$ cat src/rtl/sram_part_guard.sv
module sram_part_guard #(
  parameter int PARTS      = 16,
  parameter int PAGE_WORDS = 1024,
  parameter int DATA_W     = 32,
  parameter int DID_W      = 4,
  parameter logic [DID_W-1:0] MGR_DID = '1,
  localparam int DEPTH = PARTS * PAGE_WORDS,
  localparam int AW    = $clog2(DEPTH),
  localparam int PW    = $clog2(PARTS)
) (
  input  logic              clk,
  input  logic              rst_n,
  input  logic              req_valid,
  input  logic              req_write,
  input  logic [AW-1:0]     req_addr,
  input  logic [DATA_W-1:0] req_wdata,
  input  logic [DID_W-1:0]  req_did,
  input  logic              req_secure,
  output logic              rsp_valid,
  output logic              rsp_err,
  output logic [DATA_W-1:0] rsp_rdata,
  input  logic              cfg_valid,
  input  logic [PW-1:0]     cfg_part,
  input  logic [DID_W-1:0]  cfg_owner,
  input  logic              cfg_secure,
  input  logic [DID_W-1:0]  cfg_by_did,
  input  logic              cfg_by_sec,
  output logic              cfg_err,
  input  logic              violation,
  output logic              zero_busy,
  output logic              zero_done,
  output logic              ram_en,
  output logic              ram_we,
  output logic [AW-1:0]     ram_addr,
  output logic [DATA_W-1:0] ram_wdata,
  input  logic [DATA_W-1:0] ram_rdata
);

  logic [DID_W-1:0] tag_did [PARTS];
  logic [PARTS-1:0] tag_sec;
  logic [AW-1:0]    zaddr;
  logic             rd_ok;

  wire [PW-1:0] part   = req_addr[AW-1 -: PW];
  wire          match  = (tag_did[part] == req_did) && (tag_sec[part] == req_secure);
  wire          grant  = req_valid && !zero_busy && match;
  wire          cfg_ok = (cfg_by_did == MGR_DID) && cfg_by_sec;

  always_ff @(posedge clk or negedge rst_n)
    if (!rst_n) begin
      for (int i = 0; i < PARTS; i++) tag_did[i] <= '0;
      tag_sec <= '1;
      cfg_err <= 1'b0;
    end else begin
      cfg_err <= cfg_valid && !cfg_ok;
      if (cfg_valid && cfg_ok) begin
        tag_did[cfg_part] <= cfg_owner;
        tag_sec[cfg_part] <= cfg_secure;
      end
    end

  always_ff @(posedge clk or negedge rst_n)
    if (!rst_n) begin
      zero_busy <= 1'b0;
      zero_done <= 1'b0;
      zaddr     <= '0;
    end else if (!zero_busy && violation) begin
      zero_busy <= 1'b1;
      zero_done <= 1'b0;
      zaddr     <= '0;
    end else if (zero_busy) begin
      zaddr <= zaddr + 1'b1;
      if (zaddr == AW'(DEPTH - 1)) begin
        zero_busy <= 1'b0;
        zero_done <= 1'b1;
      end
    end

  always_ff @(posedge clk or negedge rst_n)
    if (!rst_n) begin
      rsp_valid <= 1'b0;
      rsp_err   <= 1'b0;
      rd_ok     <= 1'b0;
    end else begin
      rsp_valid <= req_valid;
      rsp_err   <= req_valid && !grant;
      rd_ok     <= grant && !req_write;
    end

  assign rsp_rdata = rd_ok ? ram_rdata : '0;
  assign ram_en    = zero_busy || grant;
  assign ram_we    = zero_busy || (grant && req_write);
  assign ram_addr  = zero_busy ? zaddr : req_addr;
  assign ram_wdata = zero_busy ? '0 : req_wdata;

endmodule

$ cat config.mk
export PLATFORM = sky130hd
export DESIGN_NAME = sram_part_guard
export DESIGN_NICKNAME = d
export VERILOG_FILES = /design/src/rtl/sram_part_guard.sv
export SDC_FILE = /design/constraint.sdc
export NUM_CORES = 1
export LEC_CHECK = 0
export ABC_AREA = 1
export BUFFER_PORTS_ARGS = -buffer_cell sky130_fd_sc_hd__buf_4
export CORE_UTILIZATION = 51
export DETAILED_ROUTE_END_ITERATION = 8
export GPL_ROUTABILITY_DRIVEN = 0
export PLACE_DENSITY_LB_ADDON = 0.1
export SLEW_MARGIN = 20
export SYNTH_ARGS = -nofsm -noshare
export SYNTH_HDL_FRONTEND = slang
export SYNTH_SLANG_ARGS = --single-unit
$ cat constraint.sdc
create_clock -name clk -period 1.8 [get_ports clk]
set_clock_uncertainty 0.15 [all_clocks]
set_input_delay 0.18 -clock clk [delete_from_list [all_inputs] [get_ports clk]]
set_output_delay 0.18 -clock clk [all_outputs]
set_load 0.05 [all_outputs]
==> impl_metrics.csv, run 1 <==
group,metric,value,unit
hold_path,min_path_type,"input port to asynchronous set/reset pin",
setup_path,cp.depth,11,
grt,grt_max_degree,54,
sta,holdWs,63.9,ps
sta,post-route-min-period,2400,ps
power,pwr_density_cell,731,mW/mm^2
layout,finalInstanceArea,0.00830,sq mm
clock_tree,path_clk_slew,110,ps
routing,drc_errors,0,
setup_path,critPathMaxStageDelay,350,ps
routing,via_per_inst,5.27,
grt,grt_pass1_vias,5603,
clock_tree,cts.sinks,100,
place,dp.cells,1143,
power,p_leak,4.41,nW
setup_path,crit_required,1470,ps
setup_path,crit_top_cell,"nand3_1",
run_status,status,"finished, violations left",
setup_path,cpMaxStageDelayCell,"dfrtp_1",
layout,syn2layout_area_growth,48.7,%
layout,fin_cells,1178,
setup_path,critical-path-top-delay-family,"simple AND/OR/NAND/NOR gates",
synthesis,ys_warn_count,0,
synthesis,ys_ff_latch,100,
layout,drive_gt1_share,35.2,%
routing,via_count,6203,
synthesis,synth-simple-area-share,31.2,%
sta,slew_violations,0,
synthesis,syn_area_per_cell,6.88,sq um
routing,drt_iter0_drc,453,
place,hpwl,12600,um
synthesis,synth_area,0.00558,sq mm
sta,max_freq,417,MHz
power,power,6.07,mW
routing,wl_per_cell,16.4,um
clock_tree,htree_levels,3,
synthesis,synth_compound_area_share,10.5,%
synthesis,synthXorXnorAreaFrac,0,%
grt,grt_use_total,32.1,%
floorplanning,die_x,107,um
sta,fin_ws,-597,ps
place,place_ws,-190,ps
sta,hold_violations,0,
synthesis,synthAdderAreaFrac,0.224,%
clock_tree,cts_tree,"done",
synthesis,synthMuxAreaShare,0,%
setup_path,cp.arrival,2070,ps
floorplanning,initial_utilization,53.4,%
setup_path,worstSetupPathType,"register to output port",
setup_path,start_kind,"register",
grt,grt_pass1_wl,28200,um
sta,setup_viol,12,
clock_tree,clock_latency,380,ps
place,port_buffers,187,
sta,rsz0062_at_grt,"true",
routing,wirelength,19400,um
job,max-cap-violations,0,
routing,ant_nets,0,
layout,fin_util,79.4,%
power,ir_worst_vdd,754,uV
layout,layout.nets,1141,
sta,worst_pin_slew,639,ps
setup_path,reg2regPathDepth,13,
sta,max_slew_margin,57.4,%
synthesis,syn_nets,916,
setup_path,cp_max_fo,2,
floorplanning,rows,37,
run_status,violations,"negative setup slack",
grt,overflow,0,
clock_tree,root_buffer,"clkbuf_8",
setup_path,endpoint_kind,"output port",
layout,antenna_cells,0,
clock_tree,cts_buffer_depth,2,
floorplanning,die_height,107,um
routing,firstDrtPassIters,5,
synthesis,ys_types,28,
grt,antenna_found_initial,0,
place,place_area,0.00745,sq mm
sta,timing.final.crit_share,133,%
floorplanning,core_region_area,0.0105,sq mm
floorplanning,io_pins,188,
sta,fin_setup_tns,-1340,ps
setup_path,worstPathCellList,"inv_1 > o21ai_0 > nand2_1 > nand3_1 > nand3_1 > nand3_1 > nand2_1 > nor2_2 > nand4_1 > nand2_2 > buf_8",
synthesis,seq_area_frac_synth,45.2,%
synthesis,syn_inst,812,
synthesis,synth_top_family_by_area,"simple AND/OR/NAND/NOR gates",
setup_path,worst-path-buf-inv,2,
floorplanning,design.die.area,0.0114,sq mm
clock_tree,cts_buffers,9,
[synthesized netlist by cell type]
library cell    n  share of area, %
o21ai_0        90               8.1
inv_8           1              0.20
nor2_2          3              0.34
nand4_1         6              0.67
nand3_2         2              0.36
buf_1           1             0.067
buf_4           2              0.27
buf_2           6              0.54
o211ai_1        3              0.40
nand3b_1        2              0.27
nor4_1          1              0.11
o21ai_1        10              0.90
nor3_2          1              0.18
ha_1            1              0.22
nand3_1        61               5.5
clkbuf_1       15               1.0
nand2_2         1              0.11
inv_1         133               8.9
nand2_1       284                19
buf_6           9               1.8
dfstp_2        16               7.5
nor2_1         64               4.3
inv_2           1             0.067
or2_2           1              0.11
a21oi_1        11              0.99
dfrtp_1        84                38
a22oi_1         1              0.13
nor3_1          2              0.18
[cell type report]
type,count,area (sq um)
clock buffers,9,124
multi-input cells,544,2730
inverters,135,514
fillers,696,2160
well taps,136,170
repair buffers,247,2180
flip-flops and latches,100,2520
clock inverters,7,65.1
[where the power goes]
group / switching (mW) / internal, mW
combinational: 1.25 / 0.816
clock: 0.884 / 0.540
sequential: 0.157 / 2.42
[routing by layer]
metal,global-route usage [%],vias up,part of all wire [%]
met5,0,-,0
met4,13.2,0,3.5
met3,5.17,57,7.7
met2,52.2,320,48
met1,42.9,2878,41
li1,-,2948,-
[path summary, 6_finish.rpt]
kind / end / slack (ps) / startpoint
min in group clk: tag_sec[9]$_DFFE_PN1P_ / 100 / cfg_part[3]
hold reg to reg: tag_sec[4]$_DFFE_PN1P_ / 340 / tag_sec[4]$_DFFE_PN1P_
max in group asynchronous: tag_sec[1]$_DFFE_PN1P_ / 730 / rst_n
hold / removal: tag_did[45]$_DFFE_PN0P_ / 60 / rst_n
setup / recovery: ram_we / -600 / tag_did[38]$_DFFE_PN0P_
setup reg to reg: rsp_err$_DFF_PN0_ / -100 / tag_did[38]$_DFFE_PN0P_
[kinds of logic (layout without fill, tap and decap cells)]
logic type / count (synthesis) / in the layout
AOI/OAI and AO/OA: 115 / 115
adders and majority gates: 1 / 1
buffers and inverters: 168 / 398
DFF: 100 / 100
and+or+nand+nor: 428 / 428
[worst reg2reg max path, cell delays in order, from the launching register on]
cell	delay (ps)
dfrtp_1	350
inv_1	60
o21ai_0	270
nand2_1	80
nand3_1	80
nand3_1	90
nand3_1	100
nand2_1	70
nor2_2	110
nand3_2	120
buf_6	140
buf_6	110
nand2_2	40
inv_1	30
[placed cells by master, fill, tap and decap left out, types with 3 or more instances in the layout]
cell	netlist	final
o211ai_1	3	3
nand4_1	6	6
buf_8	0	7
nand2_2	1	22
o21ai_0	90	81
dfrtp_1	84	82
o21ai_1	10	10
nand2_1	284	260
clkbuf_8	0	9
inv_1	133	130
nand2_4	0	3
nor2_4	0	13
nand3_1	61	53
inv_2	1	4
nand3_2	2	10
o21ai_4	0	8
buf_4	2	194
a21oi_1	11	10
nor2_1	64	30
inv_8	1	4
buf_6	9	30
dlygate4sd3_1	0	6
nor2_2	3	24
dfstp_2	16	16
buf_12	0	7
[registers in the layout (all words and copies together), names as in the netlist]
register	flops
rsp_valid	1
zaddr	14
rd_ok	1
cfg_err	1
zero_done	1
zero_busy	1
tag_sec	16
rsp_err	1
tag_did	64
[what timing repair did]
item / CTS / global route
hold buffers: 6 / 0
resized for setup: 49 / 67
endpoints found under the hold margin: 95 / 0
buffers inserted: 4 / 6
cloned: 2 / 2
pin swaps: 13 / 13
setup endpoints to repair: 41 / 45
Power figures use the tool's default switching activity.
==> run 2, diff against run 1 <==
Settings changed: CORE_UTILIZATION 51 to 53, CTS_BUF_LIST set to sky130_fd_sc_hd__clkbuf_2 sky130_fd_sc_hd__clkbuf_4 sky130_fd_sc_hd__clkbuf_8.
==> run 2 against run 1 <==
- the run still ends with negative setup slack left
- via count up 11%
- worst setup slack worse by 69 ps
- hold slack improved by 49 ps
- register-to-register slack worse by 170 ps
- combinational power grew 7%
- critical path type unchanged
- critical endpoint unchanged
- largest power group unchanged
==> impl_metrics.csv, run 2 (synthesis results as in run 1) <==
group,metric,value,unit
clock_tree,cts_buffer_depth,2,
sta,slew_violations,0,
floorplanning,core_region_area,0.0103,sq mm
grt,grt-busiest-layer,"met2",
sta,max_freq,406,MHz
setup_path,cp.arrival,2140,ps
power,pwr_density_cell,712,mW/mm^2
floorplanning,io_pins,188,
sta,post-route-min-period,2470,ps
setup_path,endpoint_kind,"output port",
place,hpwl,12700,um
grt,gr-usage-met2,54.9,%
grt,grt_use_total,33.1,%
place,dp.cells,1137,
setup_path,start_kind,"register",
layout,reg_top3,"tag_did (64), tag_sec (16), zaddr (14)",
floorplanning,die_x,105,um
routing,drt_iter0_drc,807,
grt,use_met1,44.2,%
clock_tree,htree_levels,3,
layout,final_common_cell,"nand2_1",
grt,grt_max_degree,40,
sta,hold_violations,0,
layout,fin_util,85.3,%
routing,firstDrtPassIters,8,
grt,grt_pass1_wl,28600,um
sta,rsz0062_at_grt,"true",
clock_tree,cts.sinks,100,
clock_tree,root_buffer,"clkbuf_8",
setup_path,crit_required,1470,ps
power,ir_worst_vdd,666,uV
routing,wl_per_cell,20.8,um
layout,fin_cells,1178,
hold_path,min_path_type,"input port to register",
setup_path,rrSetupSlack,-270,ps
clock_tree,path_clk_slew,110,ps
routing,ant_nets,0,
sta,setup_viol,57,
clock_tree,cts_tree,"done",
sta,fin_ws,-666,ps
layout,layout.nets,1140,
grt,grt_pass1_vias,5691,
clock_tree,clock_latency,370,ps
layout,final_cell_mix,"nand2_1, buf_4, inv_1",
layout,drive_gt1_share,35.2,%
layout,regMostFlops,"tag_did",
sta,timing.final.crit_share,137,%
layout,syn2layout_area_growth,56.9,%
routing,wirelength,24500,um
routing,via_count,6867,
run_status,violations,"negative setup slack",
sta,fin_setup_tns,-5130,ps
grt,antenna_found_initial,1,
clock_tree,cts_buffers,9,
grt,overflow,0,
layout,largest_reg_flops,64,
setup_path,worstSetupPathType,"register to output port",
sta,worst_pin_slew,562,ps
place,place_ws,-164,ps
sta,holdWs,113,ps
floorplanning,initial_utilization,54.3,%
power,p_leak,4.60,nW
routing,via_per_inst,5.83,
floorplanning,rows,37,
setup_path,cp_max_fo,2,
sta,max_slew_margin,62.5,%
run_status,status,"finished, violations left",
routing,drc_errors,0,
floorplanning,die_height,105,um
place,port_buffers,187,
job,max-cap-violations,0,
floorplanning,design.die.area,0.0109,sq mm
grt,met3_usage,6.18,%
## run 2: cell count changes in the layout (fill, tap and decap cells not counted), sizes merged
cell      before  now
buf          240  232
clkbuf        10   18
inv          139  137
clkinvlp       0    1
diode          0    1
## run 2: layout make-up
| cell class | instances | area, sq um |
|---|---|---|
| repair buffers | 246 | 2480 |
| flip-flops and latches | 100 | 2520 |
| fillers | 482 | 1520 |
| well taps | 136 | 170 |
| clock inverters | 6 | 53.8 |
| multi-input cells | 544 | 2880 |
| inverters | 135 | 527 |
| diodes | 1 | 2.50 |
| clock buffers | 10 | 131 |
## run 2: through the flow
| step | power (mW) | cell area, sq um |
|---|---|---|
| 2_1_floorplan | 3.63 | 5740 |
| 3_3_place_gp | 4.26 | 7420 |
| 3_5_place_dp | 4.29 | 7420 |
| 4_1_cts | 5.70 | 7870 |
| 5_1_grt | 6.42 | 8760 |
| 6_report | 6.24 | 8760 |
## run 2: final timing paths
check,from,end,depth (start not counted)
min in group asynchronous,rst_n,tag_did[16]$_DFFE_PN0P_,2
hold reg to reg,tag_sec[2]$_DFFE_PN1P_,tag_sec[2]$_DFFE_PN1P_,2
setup reg to reg,tag_did[58]$_DFFE_PN0P_,rsp_err$_DFF_PN0_,14
hold / removal,cfg_part[0],tag_sec[7]$_DFFE_PN1P_,4
setup / recovery,tag_did[58]$_DFFE_PN0P_,ram_we,12
max in group asynchronous,rst_n,tag_sec[0]$_DFFE_PN1P_,3
## run 2: where the power goes
group	internal, mW	leakage [nW]	switching (mW)
clock	0.544	0.0928	0.861
sequential	2.42	1.29	0.196
combinational	0.818	3.22	1.39
## run 2: what timing repair did
| item | in CTS | in global routing |
|---|---|---|
| hold buffers | 6 | 0 |
| pin swaps | 6 | 54 |
| setup buffers | 3 | 4 |
| setup endpoints to repair | 44 | 58 |
| resized for setup | 34 | 160 |
| gates cloned | 2 | 9 |
| hold endpoints to repair | 41 | 0 |
## run 2: worst max-delay path: stages (launching register included)
cell	delay, ps
dfrtp_1	410
nand2_1	90
nand2_1	60
nand2_1	100
nand3_1	110
nand3_1	140
nand2_1	90
nand2_1	60
nand2_1	80
nor2_2	170
nand4_1	170
nand2_2	140
buf_8	150
## run 2: metal layers
layer	share of wire (%)	wire length [um]	vias up
met5	0	0	-
met4	7.4	1830	0
met3	11	2790	183
met2	46	11200	566
met1	35	8690	3178
li1	-	-	2940
